<file path="src/rtl/lbus_arb_pkg.sv">
package lbus_arb_pkg;
  localparam int unsigned N_REQ     = 5;
  localparam int unsigned IDX_EXT   = 0;
  localparam int unsigned IDX_BURST = 1;
  localparam int unsigned IDX_CPU   = 2;
  localparam int unsigned IDX_DMA   = 3;
  localparam int unsigned IDX_PCI   = 4;
  localparam int unsigned CFG_W     = 3;

  typedef struct packed {
    logic strobe_drive;  // bit 2
    logic burst_lock;    // bit 1
    logic ext_en;        // bit 0
  } arb_cfg_t;
endpackage

</file>
<file path="src/rtl/lbus_cfg_reg.sv">
module lbus_cfg_reg
  import lbus_arb_pkg::*;
#(
  parameter int unsigned DATA_W = 32
) (
  input  logic              clk_i,
  input  logic              rst_ni,
  input  logic              we_i,
  input  logic [DATA_W-1:0] wdata_i,
  output logic [DATA_W-1:0] rdata_o,
  output arb_cfg_t          cfg_o
);
  localparam int unsigned PAD_W = DATA_W - CFG_W;

  arb_cfg_t cfg_q;
  logic     unused_hi;

  always_ff @(posedge clk_i or negedge rst_ni) begin
    if (!rst_ni)   cfg_q <= '0;
    else if (we_i) cfg_q <= arb_cfg_t'(wdata_i[CFG_W-1:0]);
  end

  // reserved bits: writes dropped, reads zero
  assign unused_hi = ^wdata_i[DATA_W-1:CFG_W];
  assign rdata_o   = {{PAD_W{1'b0}}, cfg_q};
  assign cfg_o     = cfg_q;
endmodule

</file>
<file path="src/rtl/lbus_prio_sel.sv">
module lbus_prio_sel #(
  parameter int unsigned N           = 5,
  parameter int unsigned DEFAULT_IDX = 2
) (
  input  logic [N-1:0] req_i,
  output logic [N-1:0] win_o
);
  localparam logic [N-1:0] DEFAULT_VEC = N'(1) << DEFAULT_IDX;

  logic [N:0]   seen;
  logic [N-1:0] win_raw;

  assign seen[0] = 1'b0;
  for (genvar i = 0; i < N; i++) begin : g_chain
    assign win_raw[i]  = req_i[i] & ~seen[i];
    assign seen[i+1]   = seen[i] | req_i[i];
  end

  assign win_o = seen[N] ? win_raw : DEFAULT_VEC;
endmodule

</file>
<file path="src/rtl/lbus_ext_hs.sv">
module lbus_ext_hs (
  input  logic clk_i,
  input  logic rst_ni,
  input  logic owner_ext_i,
  input  logic req_eff_i,
  output logic ack_o
);
  always_ff @(posedge clk_i or negedge rst_ni) begin
    if (!rst_ni) ack_o <= 1'b0;
    else         ack_o <= owner_ext_i & req_eff_i;
  end
endmodule

</file>
<file path="src/rtl/lbus_arbiter.sv">
module lbus_arbiter
  import lbus_arb_pkg::*;
#(
  parameter int unsigned DATA_W = 32
) (
  input  logic              clk_i,
  input  logic              rst_ni,
  input  logic              slave_boot_i,
  input  logic              cfg_we_i,
  input  logic [DATA_W-1:0] cfg_wdata_i,
  output logic [DATA_W-1:0] cfg_rdata_o,
  input  logic              ext_req_i,
  output logic              ext_ack_o,
  input  logic              dma_burst_req_i,
  input  logic              cpu_req_i,
  input  logic              dma_req_i,
  input  logic              pci_req_i,
  input  logic              xfer_done_i,
  output logic [N_REQ-1:0]  grant_o,
  output logic              bus_released_o,
  output logic              we_oe_o,
  output logic              rd_oe_o
);
  localparam logic [N_REQ-1:0] RESET_OWNER = N_REQ'(1) << IDX_CPU;

  arb_cfg_t         cfg;
  logic             ext_eff;
  logic [N_REQ-1:0] req_vec;
  logic [N_REQ-1:0] win;
  logic [N_REQ-1:0] owner_q;
  logic             owner_req;
  logic             lock_hold;
  logic             may_switch;
  logic             ack;

  lbus_cfg_reg #(.DATA_W(DATA_W)) u_cfg (
    .clk_i   (clk_i),
    .rst_ni  (rst_ni),
    .we_i    (cfg_we_i),
    .wdata_i (cfg_wdata_i),
    .rdata_o (cfg_rdata_o),
    .cfg_o   (cfg)
  );

  assign ext_eff = ext_req_i & (cfg.ext_en | slave_boot_i);

  always_comb begin
    req_vec            = '0;
    req_vec[IDX_EXT]   = ext_eff;
    req_vec[IDX_BURST] = dma_burst_req_i;
    req_vec[IDX_CPU]   = cpu_req_i;
    req_vec[IDX_DMA]   = dma_req_i;
    req_vec[IDX_PCI]   = pci_req_i;
  end

  lbus_prio_sel #(.N(N_REQ), .DEFAULT_IDX(IDX_CPU)) u_sel (
    .req_i (req_vec),
    .win_o (win)
  );

  assign owner_req  = |(owner_q & req_vec);
  // burst lock: the burst owner keeps the bus across boundaries
  assign lock_hold  = cfg.burst_lock & owner_q[IDX_BURST] & dma_burst_req_i;
  assign may_switch = ~owner_req | (xfer_done_i & ~lock_hold);

  always_ff @(posedge clk_i or negedge rst_ni) begin
    if (!rst_ni)         owner_q <= RESET_OWNER;
    else if (may_switch) owner_q <= win;
  end

  lbus_ext_hs u_hs (
    .clk_i       (clk_i),
    .rst_ni      (rst_ni),
    .owner_ext_i (owner_q[IDX_EXT]),
    .req_eff_i   (ext_eff),
    .ack_o       (ack)
  );

  assign grant_o        = owner_q;
  assign ext_ack_o      = ack;
  assign bus_released_o = ack;
  assign we_oe_o        = ~ack | cfg.strobe_drive;
  assign rd_oe_o        = ~ack | cfg.strobe_drive;
endmodule

</file>
<file path="config.mk">
export PLATFORM = sky130hd
export DESIGN_NAME = lbus_arbiter
export DESIGN_NICKNAME = d
export VERILOG_FILES = /design/src/rtl/lbus_arb_pkg.sv /design/src/rtl/lbus_cfg_reg.sv /design/src/rtl/lbus_prio_sel.sv /design/src/rtl/lbus_ext_hs.sv /design/src/rtl/lbus_arbiter.sv
export SDC_FILE = /design/constraint.sdc
export NUM_CORES = 1
export LEC_CHECK = 0
export BUFFER_PORTS_ARGS = -buffer_cell sky130_fd_sc_hd__clkbuf_2
export CORE_MARGIN = 5
export CORE_UTILIZATION = 28
export DETAILED_ROUTE_END_ITERATION = 6
export GPL_TIMING_DRIVEN = 0
export PLACE_DENSITY = 0.76
export SLEW_MARGIN = 10
export SYNTH_ARGS = -nofsm -noshare
export SYNTH_HDL_FRONTEND = slang
export SYNTH_SLANG_ARGS = --single-unit
</file>
<file path="constraint.sdc">
create_clock -name clk_i -period 1.56 [get_ports clk_i]
set_input_delay 0.312 -clock clk_i [delete_from_list [all_inputs] [get_ports clk_i]]
set_output_delay 0.312 -clock clk_i [all_outputs]
set_load 0.01 [all_outputs]
</file>
# Word level (Yosys, flattened, before mapping)
# Cells that the tools add are included.
# word_totals
regBits	9
out_inout_bits	41
elab_cells	31
# op_classes
muxes	1
bitwise	24
n_reduce_logical	1
# ops
operator	count
AND 1 bit	9
inverter 1 bit	7
OR 1 bit	7
AND 5 bit	1
two-way mux 5 bit	1
OR reduction 5 bit	1

# Logic depth before layout (Yosys ltp)
# depth
word_depth	8
depth_mapped	4
depth_no_buf	4

# Modules after synthesis
# A second synthesis with hierarchy kept.
# hier_totals
cells_unflattened	67
hier_area_um2	720.7
# by_module_without_submodules
mod	n_inst	cells_per_inst	area_each_um2
lbus_cfg_reg	1	39	352.8
lbus_arbiter	1	19	281.5
lbus_prio_sel	1	7	55.1
lbus_ext_hs	1	2	31.3

# Worst setup path before layout
# No wires, ideal clock.
# synth_path
kind	register -> register
start	reg u_cfg.cfg_q, in the netlist u_cfg.cfg_o[0]
end	reg owner_q[0] (netlist: grant_o[0])
t_arrival_ns	1.448
required_time_ns	1.432
path_slack_ns	-0.015
path_stages_with_launch	5
cell_sequence	dfrtp_1 -> o21a_1 -> a222oi_1 -> a21o_2 -> mux2_1
# synth_between
elab_chain_cells	7
# synth_rtl
item	line	source
start: declaration	lbus_cfg_reg.sv:15	arb_cfg_t cfg_q;
start signal: assignment	lbus_cfg_reg.sv:20	else if (we_i) cfg_q <= arb_cfg_t'(wdata_i[CFG_W-1:0]);
OR 1 bit (*)	lbus_arbiter.sv:45	assign ext_eff = ext_req_i & (cfg.ext_en | slave_boot_i);
AND 1 bit (*)	lbus_arbiter.sv:45	
OR 1 bit (4 in series)	lbus_prio_sel.sv:16	assign seen[i+1] = seen[i] | req_i[i];
two-way mux 5 bit	lbus_prio_sel.sv:19	assign win_o = seen[N] ? win_raw : DEFAULT_VEC;
end signal: assignment	lbus_arbiter.sv:68	else if (may_switch) owner_q <= win;
end: declaration	lbus_arbiter.sv:30	logic [N_REQ-1:0] owner_q;
# Mark *: on every way between the ends. The rest lies on a longest branch, timed or not.
# A chain may end at the register's enable or synchronous reset.

# Worst setup path in the final report
# layout_path
start	reg u_cfg.cfg_q, in the netlist u_cfg.cfg_o[0]
end	reg owner_q[4] (netlist: grant_o[4])
# layout_between
elab_chain_cells	8
# layout_rtl
item	line	source
OR 1 bit (*)	lbus_arbiter.sv:45	
AND 1 bit (*)	lbus_arbiter.sv:45	
OR 1 bit (3 in series)	lbus_prio_sel.sv:16	
inverter 1 bit	lbus_prio_sel.sv:15	assign win_raw[i] = req_i[i] & ~seen[i];
AND 1 bit	lbus_prio_sel.sv:15	
two-way mux 5 bit	lbus_prio_sel.sv:19	
# Marked as above.

==> run summary <==
status: finished with violations
failing checks: setup timing
clock sink total: 9
vias in the first global route: 529
Starting Density: 0.295
Psw: 0.217 mW
count of different cell masters after synthesis: 21
Synth top cells by count: buf_4 (32), dfrtp_1 (8), inv_1 (3), mux2_1 (3), mux2_2 (3)
area delta synth->final: 52.9%
crit share post-route: 1.00
EDFF count, synth: 0
top cells by area, synth: buf_4 (37%), dfrtp_1 (30%), mux2_1 (5.1%)
WP data arrival: 1710 ps
Power Dens Cells: 712 nW/µm²
vias after detailed routing: 552
setup ws final: -1.52 ps
GRT Total Usage: 0.0847
worst-skew pair later-pin latency: 260 ps
synth warn: 0
Int Power: 0.499 mW
syn_area_per_cell: 9.82 µm²
initial antenna violation count: 0
Die Width: 58.5 µm
final setup fails: 1
Logic pwr share: 0.357
total grt overflow: 0
min Tclk post-route: 1560 ps
worst r2r src: u_cfg.cfg_o[0]
crit path to: grant_o[4]
Mapped Area: 658 µm²
FFs w/ async S/R, synth: 1.00
setup TNS: -1.52 ps
CP required: 1710 ps
Clock Power Share: 0.250
Flop pwr share: 0.393
Final #Nets: 172
cell with the most instances after synthesis: buf_4
Clock Path Buffers: 2
CP Max Fanout: 5
startpoint types: register
Synth area leader: buf_4
max cap viols: 0
pin count of the biggest net entering global routing: 10
origin of the worst setup path: u_cfg.cfg_o[0]
Final Hold Violating Endpoints: 0
detailed placement HPWL: 1270 µm
Min Hold Slack: 283 ps
CP Capture Type: register
GPL Wtd Cong: 0.730
Max Freq: 640 MHz
die footprint: 3420 µm²
Most used DFF post-synth: dfrtp_1
max-slew violation count: 0
reg-to-reg endpoint: grant_o[4]
placeable core area: 2230 µm²
WL/cell: 9.18 µm
post-synthesis register bit count: 9
Die Ht: 58.5 µm
Placement Rows: 17
TritonCTS clock tree: done
layout cells sized above 1: 0.574
unrepaired setup endpoints after global routing: true
Leak Pwr: 0.620 nW
final WL: 1440 µm
Ports: 83
cells after synthesis: 67
H-tree levels: 1
R2R depth: 4
ant diodes: 0
Port Buffers: 24
clk_skew: 1.62 ps
Min-Delay Path Class: in -> reg
maximum vdd drop: 0.489 mV
placed cell count: 147
starting DRC count in detailed routing: 17
Sw Share: 0.303
r2r setup slk: -2 ps
Cell Count, Final, Fillers Out: 157
Antenna Nets Post-Route: 0
Clock transition at path regs: 60 ps
critical path class: reg -> reg
first-pass GRT wire length: 2240 µm
vias per cell: 3.52
CTS root buffer: clkbuf_4
Seq/Total Area, Yosys: 0.344
DR pass1 iterations: 4
area share of the largest cell type after synthesis: 0.365
DRC: 0
TritonCTS Buffers: 3
layout make-up:
cell class,count,area (µm²)
repair buffers,30,168
inverters,3,11.3
clock inverters,1,5.00
fillers,223,1230
clock buffers,3,22.5
plain buffers,32,240
multi-input cells,51,298
well taps,28,35.0
flip-flops and latches,9,226
power groups by stage:
stage          sequential [mW]  combinational [mW]  clock, mW
2_1_floorplan            0.289               0.151          0
3_5_place_dp             0.286               0.221          0
5_1_grt                  0.284               0.281      0.195
4_1_cts                  0.280               0.242      0.187
3_3_place_gp             0.283               0.217          0
6_report                 0.281               0.256      0.179
critical path: stages (launching register included):
cell and delay, ps:
dfrtp_1 380, o21a_2 210, a222oi_1 300, a21o_2 250, mux2_4 310
worst min path at each step:
| stage | from | to | slack, ps | depth (start not counted) |
|---|---|---|---|---|
| floorplan | rst_ni | grant_o[0] | 20 | 0 |
| detailed placement | rst_ni | grant_o[4] | 180 | 1 |
| CTS | cfg_wdata_i[2] | u_cfg.cfg_o[2] | 280 | 2 |
| finish | cfg_wdata_i[2] | u_cfg.cfg_o[2] | 280 | 2 |
| global route | cfg_wdata_i[2] | u_cfg.cfg_o[2] | 290 | 2 |
| global placement | rst_ni | grant_o[3] | 170 | 1 |
registers in the layout (all words and copies together), names as in the netlist:
signal and flops:
u_cfg.cfg_o 3, u_hs.ack_o 1, grant_o 5
timing repair:
action                     4_1_cts  5_1_grt
setup endpoints to repair        3        4
resized for setup                1        3
hold buffers                     1        0
pin swaps                        2        3
hold endpoints to repair         8        0
setup buffers                    4        1
cells in the final DEF (no fill, tap or decap):
cell type	count
clkbuf_2	24
dfrtp_1	8
nor3_1	1
nor2b_1	1
inv_1	3
a31oi_1	1
buf_4	37
a22oi_1	1
mux2i_1	2
o21ai_0	1
and3b_1	1
mux2_2	3
nand2b_1	1
a21o_2	1
mux2_4	3
nand2_1	1
a222oi_1	1
clkinv_2	1
and2_1	1
nor2_1	2
conb_1	29
dlygate4sd3_1	1
dfstp_2	1
clkbuf_4	3
o21a_2	1
cell families after synthesis:
kind of cell | Yosys count | share of synthesized area
other | 1 | 0.00570
buffers and inverters | 35 | 0.382
multiplexers | 8 | 0.133
flip-flops | 9 | 0.344
AND/OR/NAND/NOR | 8 | 0.0666
AO/OA/AOI/OAI | 6 | 0.0685
metal layers:
layer | vias to the layer above | GRT usage | share of wire
li1 | 285 | - | -
met1 | 231 | 0.0881 | 0.31
met2 | 34 | 0.152 | 0.55
met3 | 2 | 0.0219 | 0.14
met4 | 0 | 0.0497 | 0.0042
met5 | - | 0 | 0
metrics by stage:
| stage | power, mW | worst slack (ps) | area [µm²] | util |
|---|---|---|---|---|
| after floorplan | 0.440 | 2.43 | 763 | - |
| after global placement | 0.500 | -63.2 | 918 | 0.411 |
| after detailed placement | 0.507 | -73.7 | 918 | 0.411 |
| after CTS | 0.709 | 8.92 | 987 | 0.442 |
| after global routing | 0.761 | -80.7 | 1010 | 0.450 |
| final | 0.716 | -1.52 | 1010 | 0.450 |
Power figures use the tool's default switching activity.
